$ cat config.mk
export PLATFORM = sky130hd
export DESIGN_NAME = extbank_top
export DESIGN_NICKNAME = d
export VERILOG_FILES = /design/src/rtl/extbank_pkg.sv /design/src/rtl/extbank_ctrl.sv /design/src/rtl/extbank_dp.sv /design/src/rtl/extbank_top.sv
export SDC_FILE = /design/constraint.sdc
export NUM_CORES = 1
export LEC_CHECK = 0
export ABC_AREA = 0
export ABC_CLOCK_PERIOD_IN_PS = 5000
export CORE_ASPECT_RATIO = 1.5
export CORE_MARGIN = 5
export CORE_UTILIZATION = 59
export DETAILED_ROUTE_END_ITERATION = 6
export PLACE_DENSITY = 0.95
export SYNTH_ARGS = -nofsm -noshare
export SYNTH_HDL_FRONTEND = slang
export SYNTH_HIERARCHICAL = 1
export SYNTH_SLANG_ARGS = --single-unit
$ cat constraint.sdc
create_clock -name clk -period 5 [get_ports clk]
set_input_delay 1 -clock clk [delete_from_list [all_inputs] [get_ports clk]]
set_output_delay 1 -clock clk [all_outputs]
set_load 0.03 [all_outputs]
$ cat src/rtl/extbank_pkg.sv
package extbank_pkg;

  // extension-side indices
  localparam logic [7:0] IDX_KEY    = 8'h0A;
  localparam logic [7:0] IDX_ATTR   = 8'h0B;
  localparam logic [7:0] IDX_WPROT  = 8'h0C;
  localparam logic [7:0] IDX_PAGE   = 8'h0D;
  localparam logic [7:0] IDX_MAPA   = 8'h0E;
  localparam logic [7:0] IDX_MAPB   = 8'h0F;
  localparam logic [7:0] IDX_LOCK   = 8'h20;
  localparam logic [7:0] IDX_HSEL   = 8'h21;
  localparam logic [7:0] IDX_SHBASE = 8'h60;

  // standard-side indices
  localparam logic [7:0] IDX_STD_WP   = 8'h11;
  localparam logic [7:0] IDX_STD_GATE = 8'h03;
  localparam int         GATE_REG     = 3;

  // key bytes
  localparam logic [7:0] KEY_OPEN  = 8'hEC;
  localparam logic [7:0] KEY_CLOSE = 8'hCE;

  localparam int PAGE_LOCK_BIT = 4;

  typedef struct packed {
    logic keyOpen;
    logic keyClose;
    logic attrWr;
    logic wpWr;
    logic pageWr;
    logic mapAWr;
    logic mapBWr;
    logic lockWr;
    logic selWr;
    logic shExtWr;
    logic stdRegWr;
    logic stdKeepB7;
    logic stdShWr;
    logic stdWpWr;
    logic extRdOk;
    logic stdRdOk;
  } bankStrobe_t;

  typedef struct packed {
    logic unlocked;
    logic stdWpBit;
    logic cr3Top;
    logic pageLock;
    logic shadowSel;
  } bankStatus_t;

endpackage

$ cat src/rtl/extbank_ctrl.sv
module extbank_ctrl
  import extbank_pkg::*;
#(
  parameter int NUM_STD    = 8,
  parameter int NUM_SHADOW = 6
) (
  input  logic        clk,
  input  logic        rstN,
  input  logic        extWr,
  input  logic [7:0]  extIdx,
  input  logic [7:0]  extWdata,
  input  logic        stdWr,
  input  logic [7:0]  stdIdx,
  input  bankStatus_t status,
  output bankStrobe_t strobe
);

  localparam logic [8:0] SH_LIMIT = {1'b0, IDX_SHBASE} + 9'(NUM_SHADOW);

  logic hitKey, hitAttr, hitWp, hitPage, hitMapA, hitMapB, hitLock, hitSel, hitSh;
  logic stdIsCore, stdProtect, openPath;

  always_comb begin
    hitKey  = (extIdx == IDX_KEY);
    hitAttr = (extIdx == IDX_ATTR);
    hitWp   = (extIdx == IDX_WPROT);
    hitPage = (extIdx == IDX_PAGE);
    hitMapA = (extIdx == IDX_MAPA);
    hitMapB = (extIdx == IDX_MAPB);
    hitLock = (extIdx == IDX_LOCK);
    hitSel  = (extIdx == IDX_HSEL);
    hitSh   = ({1'b0, extIdx} >= {1'b0, IDX_SHBASE}) && ({1'b0, extIdx} < SH_LIMIT);
    openPath   = status.unlocked;
    stdIsCore  = (stdIdx < 8'(NUM_STD));
    stdProtect = status.stdWpBit && status.cr3Top;
  end

  always_comb begin
    strobe          = '0;
    strobe.keyOpen  = extWr && hitKey && (extWdata == KEY_OPEN);
    strobe.keyClose = extWr && hitKey && (extWdata == KEY_CLOSE);
    strobe.wpWr     = extWr && hitWp;
    strobe.attrWr   = extWr && openPath && hitAttr;
    strobe.pageWr   = extWr && openPath && hitPage && !status.pageLock;
    strobe.mapAWr   = extWr && openPath && hitMapA;
    strobe.mapBWr   = extWr && openPath && hitMapB;
    strobe.lockWr   = extWr && openPath && hitLock;
    strobe.selWr    = extWr && openPath && hitSel;
    strobe.shExtWr  = extWr && openPath && hitSh;
    strobe.stdRegWr = stdWr && stdIsCore && !stdProtect;
    strobe.stdKeepB7 = strobe.stdRegWr && (stdIdx == IDX_STD_GATE) && status.stdWpBit;
    strobe.stdShWr  = strobe.stdRegWr && !status.shadowSel && (stdIdx < 8'(NUM_SHADOW));
    strobe.stdWpWr  = stdWr && (stdIdx == IDX_STD_WP) && status.cr3Top;
    strobe.extRdOk  = openPath || hitKey || hitWp;
    strobe.stdRdOk  = stdIsCore || ((stdIdx == IDX_STD_WP) && status.cr3Top);
  end

  // one extension write lands on at most one register target
  p_one_target_r3: assert property (@(posedge clk) disable iff (!rstN)
    $onehot0({strobe.keyOpen, strobe.keyClose, strobe.wpWr, strobe.attrWr, strobe.pageWr,
              strobe.mapAWr, strobe.mapBWr, strobe.lockWr, strobe.selWr, strobe.shExtWr}));

  // standard register 0x11 unreachable while register 0x03 bit 7 is clear
  p_wp_gate_r6: assert property (@(posedge clk) disable iff (!rstN)
    (stdWr && !status.cr3Top) |-> !strobe.stdWpWr);

endmodule

$ cat src/rtl/extbank_dp.sv
module extbank_dp
  import extbank_pkg::*;
#(
  parameter int NUM_STD    = 8,
  parameter int NUM_SHADOW = 6
) (
  input  logic                    clk,
  input  logic                    rstN,
  input  bankStrobe_t             strobe,
  input  logic                    extRd,
  input  logic [7:0]              extIdx,
  input  logic [7:0]              extWdata,
  input  logic                    stdRd,
  input  logic [7:0]              stdIdx,
  input  logic [7:0]              stdWdata,
  input  logic                    attrToggle,
  output bankStatus_t             status,
  output logic [7:0]              extRdata,
  output logic [7:0]              stdRdata,
  output logic                    attrDataPhase,
  output logic [4:0]              attrIndex,
  output logic                    videoEnable,
  output logic [2:0]              pageCtl,
  output logic [7:0]              mapOffsetA,
  output logic [7:0]              mapOffsetB,
  output logic [NUM_SHADOW*8-1:0] hzWorking,
  output logic                    hzProtect
);

  localparam int STD_FLAT_W = NUM_STD * 8;

  logic       unlocked;
  logic       attrFlip;
  logic       videoEn;
  logic [4:0] attrIdx;
  logic [2:0] pageBits;
  logic [7:0] mapA, mapB, lockReg;
  logic       shadowSel;
  logic [7:0] cr11Reg;
  logic [7:0] stdRegs [NUM_STD];
  logic [7:0] shadow  [NUM_SHADOW];
  logic [STD_FLAT_W-1:0] stdFlat;
  logic [7:0] stdWrVal, extMux, stdMux;

  // key / port state
  always_ff @(posedge clk) begin
    if (!rstN)                unlocked <= 1'b0;
    else if (strobe.keyOpen)  unlocked <= 1'b1;
    else if (strobe.keyClose) unlocked <= 1'b0;
  end

  // attribute phase flip-flop and video enable
  always_ff @(posedge clk) begin
    if (!rstN) begin
      attrFlip <= 1'b0;
      videoEn  <= 1'b0;
    end else if (strobe.attrWr) begin
      attrFlip <= extWdata[7];
      videoEn  <= extWdata[5];
    end else if (attrToggle) begin
      attrFlip <= ~attrFlip;
    end
  end

  // attribute index carries no reset value
  always_ff @(posedge clk) begin
    if (strobe.attrWr) attrIdx <= extWdata[4:0];
  end

  // plain extension registers
  always_ff @(posedge clk) begin
    if (!rstN) begin
      pageBits  <= '0;
      mapA      <= '0;
      mapB      <= '0;
      lockReg   <= '0;
      shadowSel <= 1'b0;
    end else begin
      if (strobe.pageWr) pageBits  <= extWdata[2:0];
      if (strobe.mapAWr) mapA      <= extWdata;
      if (strobe.mapBWr) mapB      <= extWdata;
      if (strobe.lockWr) lockReg   <= extWdata;
      if (strobe.selWr)  shadowSel <= extWdata[0];
    end
  end

  // standard register 0x11, bit 7 shared with extension index 0x0C
  always_ff @(posedge clk) begin
    if (!rstN) begin
      cr11Reg <= '0;
    end else begin
      if (strobe.stdWpWr) cr11Reg[6:0] <= stdWdata[6:0];
      if (strobe.wpWr)         cr11Reg[7] <= extWdata[7];
      else if (strobe.stdWpWr) cr11Reg[7] <= stdWdata[7];
    end
  end

  assign stdWrVal = strobe.stdKeepB7 ? {stdRegs[GATE_REG][7], stdWdata[6:0]} : stdWdata;

  for (genvar g = 0; g < NUM_STD; g++) begin : g_std
    always_ff @(posedge clk) begin
      if (!rstN)                                       stdRegs[g] <= '0;
      else if (strobe.stdRegWr && stdIdx == 8'(g))     stdRegs[g] <= stdWrVal;
    end
    assign stdFlat[g*8 +: 8] = stdRegs[g];
  end

  for (genvar g = 0; g < NUM_SHADOW; g++) begin : g_shadow
    always_ff @(posedge clk) begin
      if (!rstN)
        shadow[g] <= '0;
      else if (strobe.shExtWr && extIdx == IDX_SHBASE + 8'(g))
        shadow[g] <= extWdata;
      else if (strobe.stdShWr && stdIdx == 8'(g))
        shadow[g] <= stdWrVal;
    end
    assign hzWorking[g*8 +: 8] = shadow[g];
  end

  // read multiplexers
  always_comb begin
    extMux = '0;
    unique case (extIdx)
      IDX_KEY:   extMux = {7'b0, unlocked};
      IDX_ATTR:  extMux = {attrFlip, 1'b0, videoEn, attrIdx};
      IDX_WPROT: extMux = {cr11Reg[7], 7'b0};
      IDX_PAGE:  extMux = {5'b0, pageBits};
      IDX_MAPA:  extMux = mapA;
      IDX_MAPB:  extMux = mapB;
      IDX_LOCK:  extMux = lockReg;
      IDX_HSEL:  extMux = {7'b0, shadowSel};
      default: begin
        for (int i = 0; i < NUM_SHADOW; i++)
          if (extIdx == IDX_SHBASE + 8'(i)) extMux = shadow[i];
      end
    endcase
  end

  always_comb begin
    stdMux = '0;
    if (stdIdx == IDX_STD_WP) stdMux = cr11Reg;
    for (int i = 0; i < NUM_STD; i++)
      if (stdIdx == 8'(i)) stdMux = stdRegs[i];
  end

  always_ff @(posedge clk) begin
    if (!rstN) begin
      extRdata <= '0;
      stdRdata <= '0;
    end else begin
      if (extRd) extRdata <= strobe.extRdOk ? extMux : 8'h00;
      if (stdRd) stdRdata <= strobe.stdRdOk ? stdMux : 8'h00;
    end
  end

  always_comb begin
    status.unlocked  = unlocked;
    status.stdWpBit  = cr11Reg[7];
    status.cr3Top    = stdRegs[GATE_REG][7];
    status.pageLock  = lockReg[PAGE_LOCK_BIT];
    status.shadowSel = shadowSel;
  end

  assign attrDataPhase = attrFlip;
  assign attrIndex     = attrIdx;
  assign videoEnable   = videoEn;
  assign pageCtl       = pageBits;
  assign mapOffsetA    = mapA;
  assign mapOffsetB    = mapB;
  assign hzProtect     = cr11Reg[7] & stdRegs[GATE_REG][7];

  // key readback carries one status bit only
  p_key_narrow_r2: assert property (@(posedge clk) disable iff (!rstN)
    (extRd && extIdx == IDX_KEY) |=> (extRdata[7:1] == 7'b0));

  // closed port keeps offset A unchanged
  p_locked_hold_r3: assert property (@(posedge clk) disable iff (!rstN)
    !unlocked |=> $stable(mapA));

  // closed port blanks reads of ordinary registers
  p_locked_blank_r3: assert property (@(posedge clk) disable iff (!rstN)
    (extRd && !unlocked && extIdx == IDX_MAPA) |=> (extRdata == 8'h00));

  // a write to the attribute register forces the phase flip-flop
  p_attr_force_r4: assert property (@(posedge clk) disable iff (!rstN)
    strobe.attrWr |=> (attrFlip == $past(extWdata[7])));

  // protected standard registers do not move
  p_std_frozen_r6: assert property (@(posedge clk) disable iff (!rstN)
    hzProtect |=> $stable(stdFlat));

  // gate bit frozen while register 0x11 bit 7 is set
  p_gate_frozen_r6: assert property (@(posedge clk) disable iff (!rstN)
    cr11Reg[7] |=> $stable(stdRegs[GATE_REG][7]));

  // page field frozen while its lock bit is set
  p_page_lock_r7: assert property (@(posedge clk) disable iff (!rstN)
    lockReg[PAGE_LOCK_BIT] |=> $stable(pageBits));

  // with the select bit set only extension writes move the working copy
  p_shadow_path_r8: assert property (@(posedge clk) disable iff (!rstN)
    (shadowSel && !strobe.shExtWr) |=> $stable(hzWorking));

endmodule

$ cat src/rtl/extbank_top.sv
module extbank_top
  import extbank_pkg::*;
#(
  parameter int NUM_STD    = 8,
  parameter int NUM_SHADOW = 6
) (
  input  logic                    clk,
  input  logic                    rstN,
  input  logic                    extWr,
  input  logic                    extRd,
  input  logic [7:0]              extIdx,
  input  logic [7:0]              extWdata,
  output logic [7:0]              extRdata,
  input  logic                    stdWr,
  input  logic                    stdRd,
  input  logic [7:0]              stdIdx,
  input  logic [7:0]              stdWdata,
  output logic [7:0]              stdRdata,
  input  logic                    attrToggle,
  output logic                    attrDataPhase,
  output logic [4:0]              attrIndex,
  output logic                    videoEnable,
  output logic [2:0]              pageCtl,
  output logic [7:0]              mapOffsetA,
  output logic [7:0]              mapOffsetB,
  output logic [NUM_SHADOW*8-1:0] hzWorking,
  output logic                    hzProtect
);

  bankStrobe_t strobe;
  bankStatus_t status;

  extbank_ctrl #(.NUM_STD(NUM_STD), .NUM_SHADOW(NUM_SHADOW)) ctrl_i (
    .clk      (clk),
    .rstN     (rstN),
    .extWr    (extWr),
    .extIdx   (extIdx),
    .extWdata (extWdata),
    .stdWr    (stdWr),
    .stdIdx   (stdIdx),
    .status   (status),
    .strobe   (strobe)
  );

  extbank_dp #(.NUM_STD(NUM_STD), .NUM_SHADOW(NUM_SHADOW)) dp_i (
    .clk           (clk),
    .rstN          (rstN),
    .strobe        (strobe),
    .extRd         (extRd),
    .extIdx        (extIdx),
    .extWdata      (extWdata),
    .stdRd         (stdRd),
    .stdIdx        (stdIdx),
    .stdWdata      (stdWdata),
    .attrToggle    (attrToggle),
    .status        (status),
    .extRdata      (extRdata),
    .stdRdata      (stdRdata),
    .attrDataPhase (attrDataPhase),
    .attrIndex     (attrIndex),
    .videoEnable   (videoEnable),
    .pageCtl       (pageCtl),
    .mapOffsetA    (mapOffsetA),
    .mapOffsetB    (mapOffsetB),
    .hzWorking     (hzWorking),
    .hzProtect     (hzProtect)
  );

endmodule

==> results.json, run 1 <==
{
  "outcome": "finished, final reports clean",
  "slew_violations": 0,
  "synth-seq-cells": 172,
  "grt_max_degree": 42,
  "crit_family": "simple AND/OR/NAND/NOR gates",
  "io_pins": 130,
  "yosysSeqAreaShare_pct": 52.0,
  "syn_to_final_growth_pct": 21.7,
  "die_w_um": 110,
  "fin_ws_ns": 1.18,
  "cellInternalPower_uw": 2320,
  "clockPowerShare_pct": 41.0,
  "cts_max_level": 4,
  "power.total_uw": 3100,
  "tightest_slew_ns": 1.26,
  "synth_cell_types": 75,
  "final_cells": 1143,
  "cts.clk_slew.worst_paths_ns": 0.06,
  "worstPathMaxFanout": 9,
  "core_mm2": 0.0149,
  "n_fill_cell": 999,
  "setup.worst_path.start_class": "input pin",
  "start_util_pct": 59.4,
  "yosys.area.top_type": "edfxtp_1",
  "gp_congestion": 0.966,
  "seqPwrFrac_pct": 50.1,
  "grt_use_total_pct": 33.3,
  "synth_edf_count": 117,
  "synth_top_cell_area_share_pct": 39.6,
  "cts_tree": "built",
  "drt-total-wl_um": 29100,
  "dp.cells": 1111,
  "combPwrFrac_pct": 8.9,
  "path_cells": "clkdlybuf4s50_1 > nor3_1 > nand4_1 > a211oi_1 > inv_1 > nor2_1 > and3_1 > nand3b_1",
  "slew-limit-headroom_pct": 15.0,
  "finalClockSkew_ns": 0.0156,
  "fin_crit_ns": 3.82,
  "std_cell_rows": 55,
  "synthTopCellsByArea": "edfxtp_1, dfxtp_1, mux2i_1",
  "antenna_found_initial": 0,
  "dieArea_mm2": 0.0176,
  "pre_cts_slack_ns": 0.960,
  "clock-sinks": 172,
  "async_reset_ff_share_pct": 0,
  "n_antenna_cell": 0,
  "rsz0062_at_grt": "false",
  "power.switching_uw": 773,
  "hp-class": "reg2reg",
  "ys_top_cells_by_count": "edfxtp_1, nor2_1, nand2_1",
  "avgSynthCellArea_um2": 10.6,
  "postCtsHoldBufs": 0,
  "syn_area_mm2": 0.00887,
  "synth_cells": 839,
  "cts_setup_buffers": 0,
  "slowest_stage": "a211oi_1",
  "nNetsFinal": 970,
  "dr_total_vias": 7877,
  "synth.most_common_cell": "edfxtp_1",
  "drtAntennaViolNets": 0,
  "cp_data_arrival_time_ns": 3.90,
  "ys.flop_type": "edfxtp_1",
  "grt_pass1_vias": 7787,
  "viasPerCell": 6.89,
  "hold_viol": 0,
  "cts_buffer_depth": 2,
  "post_cts_resized": 0,
  "synth_nets": 878,
  "crit_required_ns": 5.08,
  "setup_violations": 0,
  "max_stage_delay_ns": 0.60,
  "ys_warn_count": 6,
  "crit_type": "in2reg",
  "end_kind": "flop",
  "drc": 0,
  "tns_ns": 0,
  "drive_gt1_share_pct": 9.64,
  "die_y_um": 160,
  "power_per_cell_area_mw_per_mm2": 287,
  "gr-total-overflow": 0,
  "fin_hold_ws_ns": 0.458,
  "critPathBufInv": 2,
  "ir_drop_uv": 224,
  "cts_buffers": 17,
  "hpwl_um": 20200,
  "cap_violations": 0,
  "io_buffers": 129,
  "clock_latency_ns": 0.43,
  "switching_share_pct": 25.0,
  "cts_root_buf": "clkbuf_16",
  "wl_per_cell_um": 25.4,
  "grt_pass1_wl_um": 44200,
  "power.leakage_uw": 0.00385,
  "drt_iter0_drc": 964,
  "drt_pass1_iterations": 7,
  "max_freq_ghz": 0.262,
  "finalCritPeriodShare_pct": 76.4
}
per-stage QoR:
stage | area [µm²] | utilization [%]
4_1_cts | 10800 | 72.3
6_report | 10800 | 72.3
3_3_place_gp | 10200 | 68.6
5_1_grt | 10800 | 72.3
3_5_place_dp | 10200 | 68.6
2_1_floorplan | 8870 | -
layer usage:
metal  GRT usage (%)  vias up  wire length, µm
met1            37.5     3693             9250
met4            22.6        0             2330
li1                -     3334                -
met5               0        -                0
met2            54.8      675            14300
met3            7.80      175             3170
path summary, 6_finish.rpt:
check,from,endpoint,slack [ns],cells after the start
worst min-delay path,dp_i/extRdata[4],dp_i/extRdata[4],0.46,2
worst max register to register,dp_i/stdRegs[0][31],dp_i/shadow[4][6],1.86,7
worst min register to register,dp_i/extRdata[4],dp_i/extRdata[4],0.46,2
worst max-delay path,stdIdx[7],dp_i/shadow[4][6],1.18,8
sequential cells by signal (all words and copies together), names as in the netlist:
signal / cells
dp_i/shadow: 48
dp_i/cr11Reg: 8
dp_i/stdRdata: 8
dp_i/pageCtl: 3
dp_i/mapOffsetA: 8
dp_i/attrDataPhase: 1
dp_i/attrIndex: 5
dp_i/stdRegs: 64
dp_i/extRdata: 8
dp_i/lockReg: 8
dp_i/mapOffsetB: 8
dp_i/shadowSel: 1
dp_i/unlocked: 1
dp_i/videoEnable: 1
layout make-up:
cell class                      count  area, µm²  area share, %
Sequential cell                   172       4610           42.7
Timing Repair Buffer              146       1410           13.1
Clock buffer                       18        429           3.97
Multi-Input combinational cell    580       3910           36.2
Inverter                           14       52.6          0.487
Clock inverter                     14        129           1.19
Tap cell                          199        249           2.31
cell usage in the layout (no fill, tap or decap), types with 4 or more instances in the layout:
| cell type | netlist | final |
|---|---|---|
| mux2_2 | 11 | 11 |
| o31ai_1 | 5 | 5 |
| nand2b_1 | 8 | 8 |
| and3_1 | 42 | 42 |
| o32ai_1 | 4 | 4 |
| clkdlybuf4s50_1 | 0 | 128 |
| maj3_1 | 4 | 4 |
| nand3_1 | 21 | 21 |
| edfxtp_1 | 117 | 117 |
| a221oi_1 | 4 | 4 |
| nand4_1 | 10 | 10 |
| mux2i_1 | 57 | 57 |
| nor2b_1 | 18 | 18 |
| inv_6 | 0 | 5 |
| a22oi_1 | 7 | 7 |
| a211oi_1 | 5 | 5 |
| a21oi_1 | 31 | 31 |
| and2_1 | 34 | 34 |
| dfxtp_1 | 55 | 55 |
| o21ai_0 | 30 | 30 |
| inv_1 | 12 | 12 |
| nor4_1 | 7 | 6 |
| o22ai_1 | 14 | 14 |
| a22o_1 | 51 | 51 |
| nand2_1 | 63 | 63 |
| buf_4 | 6 | 17 |
| clkbuf_16 | 0 | 17 |
| nor3_1 | 14 | 14 |
| nor2_1 | 67 | 67 |
| inv_4 | 0 | 4 |
worst register-to-register path: cells and delay by family (launching register included):
family,cells,cell delay (ns)
simple gates,5,1.44
buf+inv,1,0.22
compound gates,1,0.60
flops,1,0.54
power groups by stage:
stage / sequential, µW / clock, µW / combinational [µW]
final: 1550 / 1270 / 275
after global routing: 1550 / 1340 / 284
after CTS: 1550 / 1270 / 267
after detailed placement: 1580 / 0 / 263
after global placement: 1580 / 0 / 259
after floorplan: 1600 / 0 / 121
logic make-up after synthesis:
logic type | Yosys count | synth area share (%)
and+or+nand+nor | 321 | 20.0
AOI/OAI and AO/OA | 183 | 14.8
xor gates and xnor gates | 2 | 0.197
adders and majority gates | 4 | 0.451
buffers and inverters | 87 | 4.17
DFF | 172 | 52.0
muxes | 70 | 8.33
Power figures use the tool's default switching activity.
==> inputs of run 2 (changes only) <==
Settings changed: ABC_CLOCK_PERIOD_IN_PS 5000 to 3390, CORE_UTILIZATION 59 to 50, PLACE_DENSITY 0.95 to 0.87.
Clock period 5 ns to 3.39 ns, I/O delays scaled along.
==> run 2 against run 1 <==
Compared with the run above: sequential share of layout area is 1.4 points lower; non-clock buffer count rose by 37; via count increased by 0.43%; final cell count up 4.5%; clock power grew 59%; core utilization down 8.2 points; critical path depth unchanged; wire length is 0.56% higher; critical endpoint is now dp_i/shadow[4][0]; largest power group unchanged.
==> results.json, run 2 (synthesized netlist as in run 1, its figures left out) <==
{
  "outcome": "finished, final reports clean",
  "viasPerCell": 6.63,
  "std_cell_rows": 59,
  "cts.clk_slew.worst_paths_ns": 0.07,
  "fin_hold_ws_ns": 0.471,
  "crit_type": "in2reg",
  "io_pins": 130,
  "finalCritPeriodShare_pct": 88.2,
  "drt_iter0_drc": 1134,
  "finalClockSkew_ns": 0.0139,
  "slew_violations": 0,
  "power.leakage_uw": 0.00406,
  "cts_tree": "built",
  "path_cells": "clkdlybuf4s50_1 > nor3_1 > nand4_1 > a211oi_1 > inv_1 > nor2_1 > and3_1 > nand3b_1",
  "topRoutingLayerUsed": "met4",
  "n_antenna_cell": 0,
  "io_buffers": 129,
  "cellInternalPower_uw": 3480,
  "slew-limit-headroom_pct": 44.9,
  "ir_drop_uv": 254,
  "post_cts_resized": 0,
  "gp_congestion": 0.995,
  "largest_register_ffs": 64,
  "die_w_um": 119,
  "start_util_pct": 50.9,
  "clockPowerShare_pct": 42.7,
  "clock-sinks": 172,
  "grt_pass1_vias": 8026,
  "grt_use_total_pct": 27.9,
  "met1Wirelength_um": 9680,
  "rsz0062_at_grt": "false",
  "worstPathMaxFanout": 8,
  "cp_data_arrival_time_ns": 3.07,
  "drt-total-wl_um": 29200,
  "dr_total_vias": 7911,
  "max_stage_delay_ns": 0.46,
  "cts_buffers": 17,
  "met2WireLength_um": 14900,
  "end_kind": "flop",
  "hold_viol": 0,
  "cap_violations": 0,
  "tightest_slew_ns": 0.824,
  "setup_violations": 0,
  "postCtsHoldBufs": 0,
  "die_y_um": 173,
  "power.switching_uw": 1250,
  "clock_latency_ns": 0.43,
  "drc": 0,
  "core_mm2": 0.0174,
  "wl_per_cell_um": 24.5,
  "drive_gt1_share_pct": 13.1,
  "power.total_uw": 4730,
  "seqPwrFrac_pct": 48.3,
  "hp-class": "reg2reg",
  "syn_to_final_growth_pct": 25.8,
  "cts_buffer_depth": 2,
  "slowest_stage": "clkdlybuf4s50_1",
  "power_per_cell_area_mw_per_mm2": 424,
  "top_register": "dp_i/stdRegs",
  "setup.worst_path.start_class": "input pin",
  "dieArea_mm2": 0.0206,
  "nNetsFinal": 1007,
  "tns_ns": 0,
  "combPwrFrac_pct": 9.0,
  "crit_required_ns": 3.47,
  "drtAntennaViolNets": 0,
  "wl_met3_um": 2700,
  "max_freq_ghz": 0.334,
  "grt_max_degree": 39,
  "fin_crit_ns": 2.99,
  "cts_setup_buffers": 0,
  "grt_pass1_wl_um": 44800,
  "final_common_cell": "clkdlybuf4s50_1",
  "cts_root_buf": "clkbuf_16",
  "cts_max_level": 4,
  "hpwl_um": 20600,
  "gr-total-overflow": 0,
  "reg.largest.list": "dp_i/stdRegs x64, dp_i/shadow x48",
  "switching_share_pct": 26.5,
  "antenna_found_initial": 0,
  "final_cell_mix": "clkdlybuf4s50_1, edfxtp_1, nor2_1",
  "drt_pass1_iterations": 7
}
## run 2: worst max-delay path: cells and delay by family
| family | cells | cell delay, ns |
|---|---|---|
| AO/OA/AOI/OAI | 1 | 0.32 |
| buffers and inverters | 2 | 0.60 |
| AND/OR/NAND/NOR | 5 | 1.48 |
## run 2: metal layers
layer | track usage (%) | vias to the layer above
met4 | 17.5 | 0
met1 | 30.1 | 3760
met3 | 6.31 | 156
met2 | 49.1 | 577
li1 | - | 3418
met5 | 0 | -
## run 2: area by class of cell
cell class	count	area, µm²
clock buffer	17	425
inverter	14	52.6
multi-input combinational	580	3910
timing repair buffer	183	1700
tap	213	267
clock inverter	15	191
sequential	172	4610
fill	1319	6260
## run 2: worst paths after layout
kind	startpoint	end	slack, ns	depth (start not counted)
worst max register to register	dp_i/unlocked	dp_i/shadow[4][0]	0.84	7
worst min-delay path	dp_i/stdRdata[2]	dp_i/stdRdata[2]	0.47	2
worst max-delay path	stdIdx[7]	dp_i/shadow[4][0]	0.40	8
worst min register to register	dp_i/stdRdata[2]	dp_i/stdRdata[2]	0.47	2
## run 2: power groups by stage
stage,registers [µW],clock network (µW),logic [µW]
3_5_place_dp,2330,0,412
5_1_grt,2290,2120,443
6_report,2290,2020,425
2_1_floorplan,2360,0,178
3_3_place_gp,2330,0,404
4_1_cts,2290,2030,415
## run 2: per-stage QoR
step	std cells	area, µm²	worst slack [ns]	util (%)
after detailed placement	1162	10500	0.0241	60.5
after CTS	1194	11200	0.470	64.1
after floorplan	839	8870	0.570	-
after global placement	1162	10500	0.105	60.5
after global routing	1194	11200	0.240	64.1
final	1194	11200	0.398	64.1
==> inputs of run 3 (changes only) <==
Settings changed: GPL_TIMING_DRIVEN set to 0.
==> run 3 against run 2 <==
Compared with the run above: the run now ends with DRC left; core utilization is 0.55 points lower; clock-buffer cell count did not move; clock power decreased by 4%; combinational power hardly changed; critical path type unchanged.
==> results.json, run 3 (synthesized netlist as in run 1, its figures left out) <==
{
  "slew-limit-headroom_pct": 31.8,
  "io_buffers": 128,
  "fin_crit_ns": 3.39,
  "clock-sinks": 172,
  "finalCritPeriodShare_pct": 99.9,
  "cellInternalPower_uw": 3400,
  "drtAntennaViolNets": 0,
  "cts_tree": "built",
  "cts_buffers": 17,
  "dp.cells": 1180,
  "final_cells": 1213,
  "grt_max_degree": 20,
  "max_freq_ghz": 0.295,
  "clock_latency_ns": 0.43,
  "top_register": "dp_i/stdRegs",
  "cts_buffer_depth": 2,
  "finalInstanceArea_mm2": 0.0111,
  "place_area_mm2": 0.0104,
  "slew_violations": 0,
  "n_antenna_cell": 0,
  "violations": "DRC",
  "core_mm2": 0.0174,
  "max_stage_delay_ns": 0.54,
  "syn_to_final_growth_pct": 24.7,
  "crit_type": "in2reg",
  "slowest_stage": "clkdlybuf4s50_1",
  "start_util_pct": 50.9,
  "die_w_um": 119,
  "crit_required_ns": 3.57,
  "ir_drop_uv": 315,
  "outcome": "complete, but fails checks",
  "wl_per_cell_um": 24.9,
  "grt_pass1_vias": 8018,
  "largest_register_ffs": 64,
  "crit_family": "buffers and inverters",
  "dieArea_mm2": 0.0206,
  "drt_iter0_drc": 955,
  "hpwl_um": 22400,
  "critPathBufInv": 4,
  "worstPathMaxFanout": 9,
  "gp_congestion": 1.00,
  "io_pins": 130,
  "grt_pass1_wl_um": 45400,
  "postCtsHoldBufs": 0,
  "die_y_um": 173,
  "power.leakage_uw": 0.00395,
  "gr-total-overflow": 0,
  "cap_violations": 0,
  "clockPowerShare_pct": 41.7,
  "cts_max_level": 4,
  "antenna_found_initial": 0,
  "drive_gt1_share_pct": 10.2,
  "hold_viol": 0,
  "nNetsFinal": 1026,
  "drt-total-wl_um": 30200,
  "switching_share_pct": 26.9,
  "final_common_cell": "clkdlybuf4s50_1",
  "hp-class": "reg2reg",
  "path_cells": "clkdlybuf4s50_1 > nand2b_1 > or2_2 > a2111oi_1 > clkbuf_2 > nand4_1 > and3_1 > buf_2 > nand3b_1 > buf_4",
  "power_per_cell_area_mw_per_mm2": 420,
  "drc": 1,
  "rsz0062_at_grt": "false",
  "combPwrFrac_pct": 9.1,
  "n_fill_cell": 1378,
  "viasPerCell": 6.56,
  "setup.worst_path.start_class": "input pin",
  "reg.largest.list": "dp_i/stdRegs x64, dp_i/shadow x48",
  "tightest_slew_ns": 1.02,
  "drt_pass1_iterations": 7,
  "cts_root_buf": "clkbuf_16",
  "dr_total_vias": 7959,
  "cts.clk_slew.worst_paths_ns": 0.07,
  "std_cell_rows": 59,
  "power.switching_uw": 1250,
  "final_cell_mix": "clkdlybuf4s50_1, edfxtp_1, nor2_1",
  "cp_data_arrival_time_ns": 3.56,
  "finalClockSkew_ns": 0.0177,
  "grt_use_total_pct": 28.7,
  "seqPwrFrac_pct": 49.1,
  "setup_violations": 0,
  "end_kind": "flop"
}
==> run 3: cell types whose count changed in the layout (fill, tap and decap cells not counted), moves of 2 or more <==
cell,delta
nor4b_2,-2
clkbuf_2,+2
buf_2,+16
buf_4,-46
buf_1,+13
clkinvlp_4,+2
clkbuf_1,+35
nor4_2,-2
==> run 3: repair_timing <==
| action | CTS | global route |
|---|---|---|
| setup buffers | 1 | 0 |
| gates resized for setup | 4 | 9 |
| setup endpoints to repair | 24 | 78 |
| hold endpoints to repair | 0 | 0 |
==> run 3: power groups by stage <==
stage	sequential (µW)	combinational [µW]	clock (µW)
global route	2290	440	2040
detailed placement	2330	408	0
floorplan	2360	178	0
global placement	2330	405	0
finish	2290	425	1940
CTS	2280	411	1950
==> run 3: through the flow <==
stage,power (µW),util (%),setup TNS [ns],hold WS [ns],setup WS [ns]
6_report,4650,63.5,0,0.461,0.00278
3_3_place_gp,2740,59.8,-49.67,0.440,-0.784
2_1_floorplan,2540,-,0,0.456,0.570
3_5_place_dp,2740,59.8,-51.67,0.441,-0.745
4_1_cts,4650,63.4,0,0.458,0.0141
5_1_grt,4770,63.5,0,0.500,0.00358
==> run 3: worst paths after layout <==
kind	depth (start not counted)	end	from	slack, ns
max	10	dp_i/shadow[4][6]	extIdx[3]	0.003
min	2	dp_i/extRdata[4]	dp_i/extRdata[4]	0.46
max reg2reg	10	dp_i/shadow[4][6]	dp_i/unlocked	0.41
min reg2reg	2	dp_i/extRdata[4]	dp_i/extRdata[4]	0.46
==> run 3: worst register-to-register path, delay by kind of cell (launching register included) <==
| family | cells | cell delay (ns) |
|---|---|---|
| AO/OA/AOI/OAI | 1 | 0.46 |
| buffers and inverters | 4 | 0.91 |
| flip-flops | 1 | 0.37 |
| AND/OR/NAND/NOR | 5 | 0.99 |
==> run 3: layout make-up <==
type                            instances  area [µm²]  area share, %
Inverter                               14        52.6          0.475
Buffer                                 73         320           2.89
Clock inverter                         15         173           1.56
Multi-Input combinational cell        580        3930           35.5
Tap cell                              213         267           2.41
Sequential cell                       172        4610           41.7
Clock buffer                           17         425           3.84
Timing Repair Buffer                  129        1290           11.6
==> run 3: layer usage <==
metal,GRT usage [%],vias up,wire [µm]
li1,-,3463,-
met1,30.3,3772,9910
met2,49.8,578,15300
met3,5.23,146,2610
met4,22.2,0,2370
met5,0,-,0
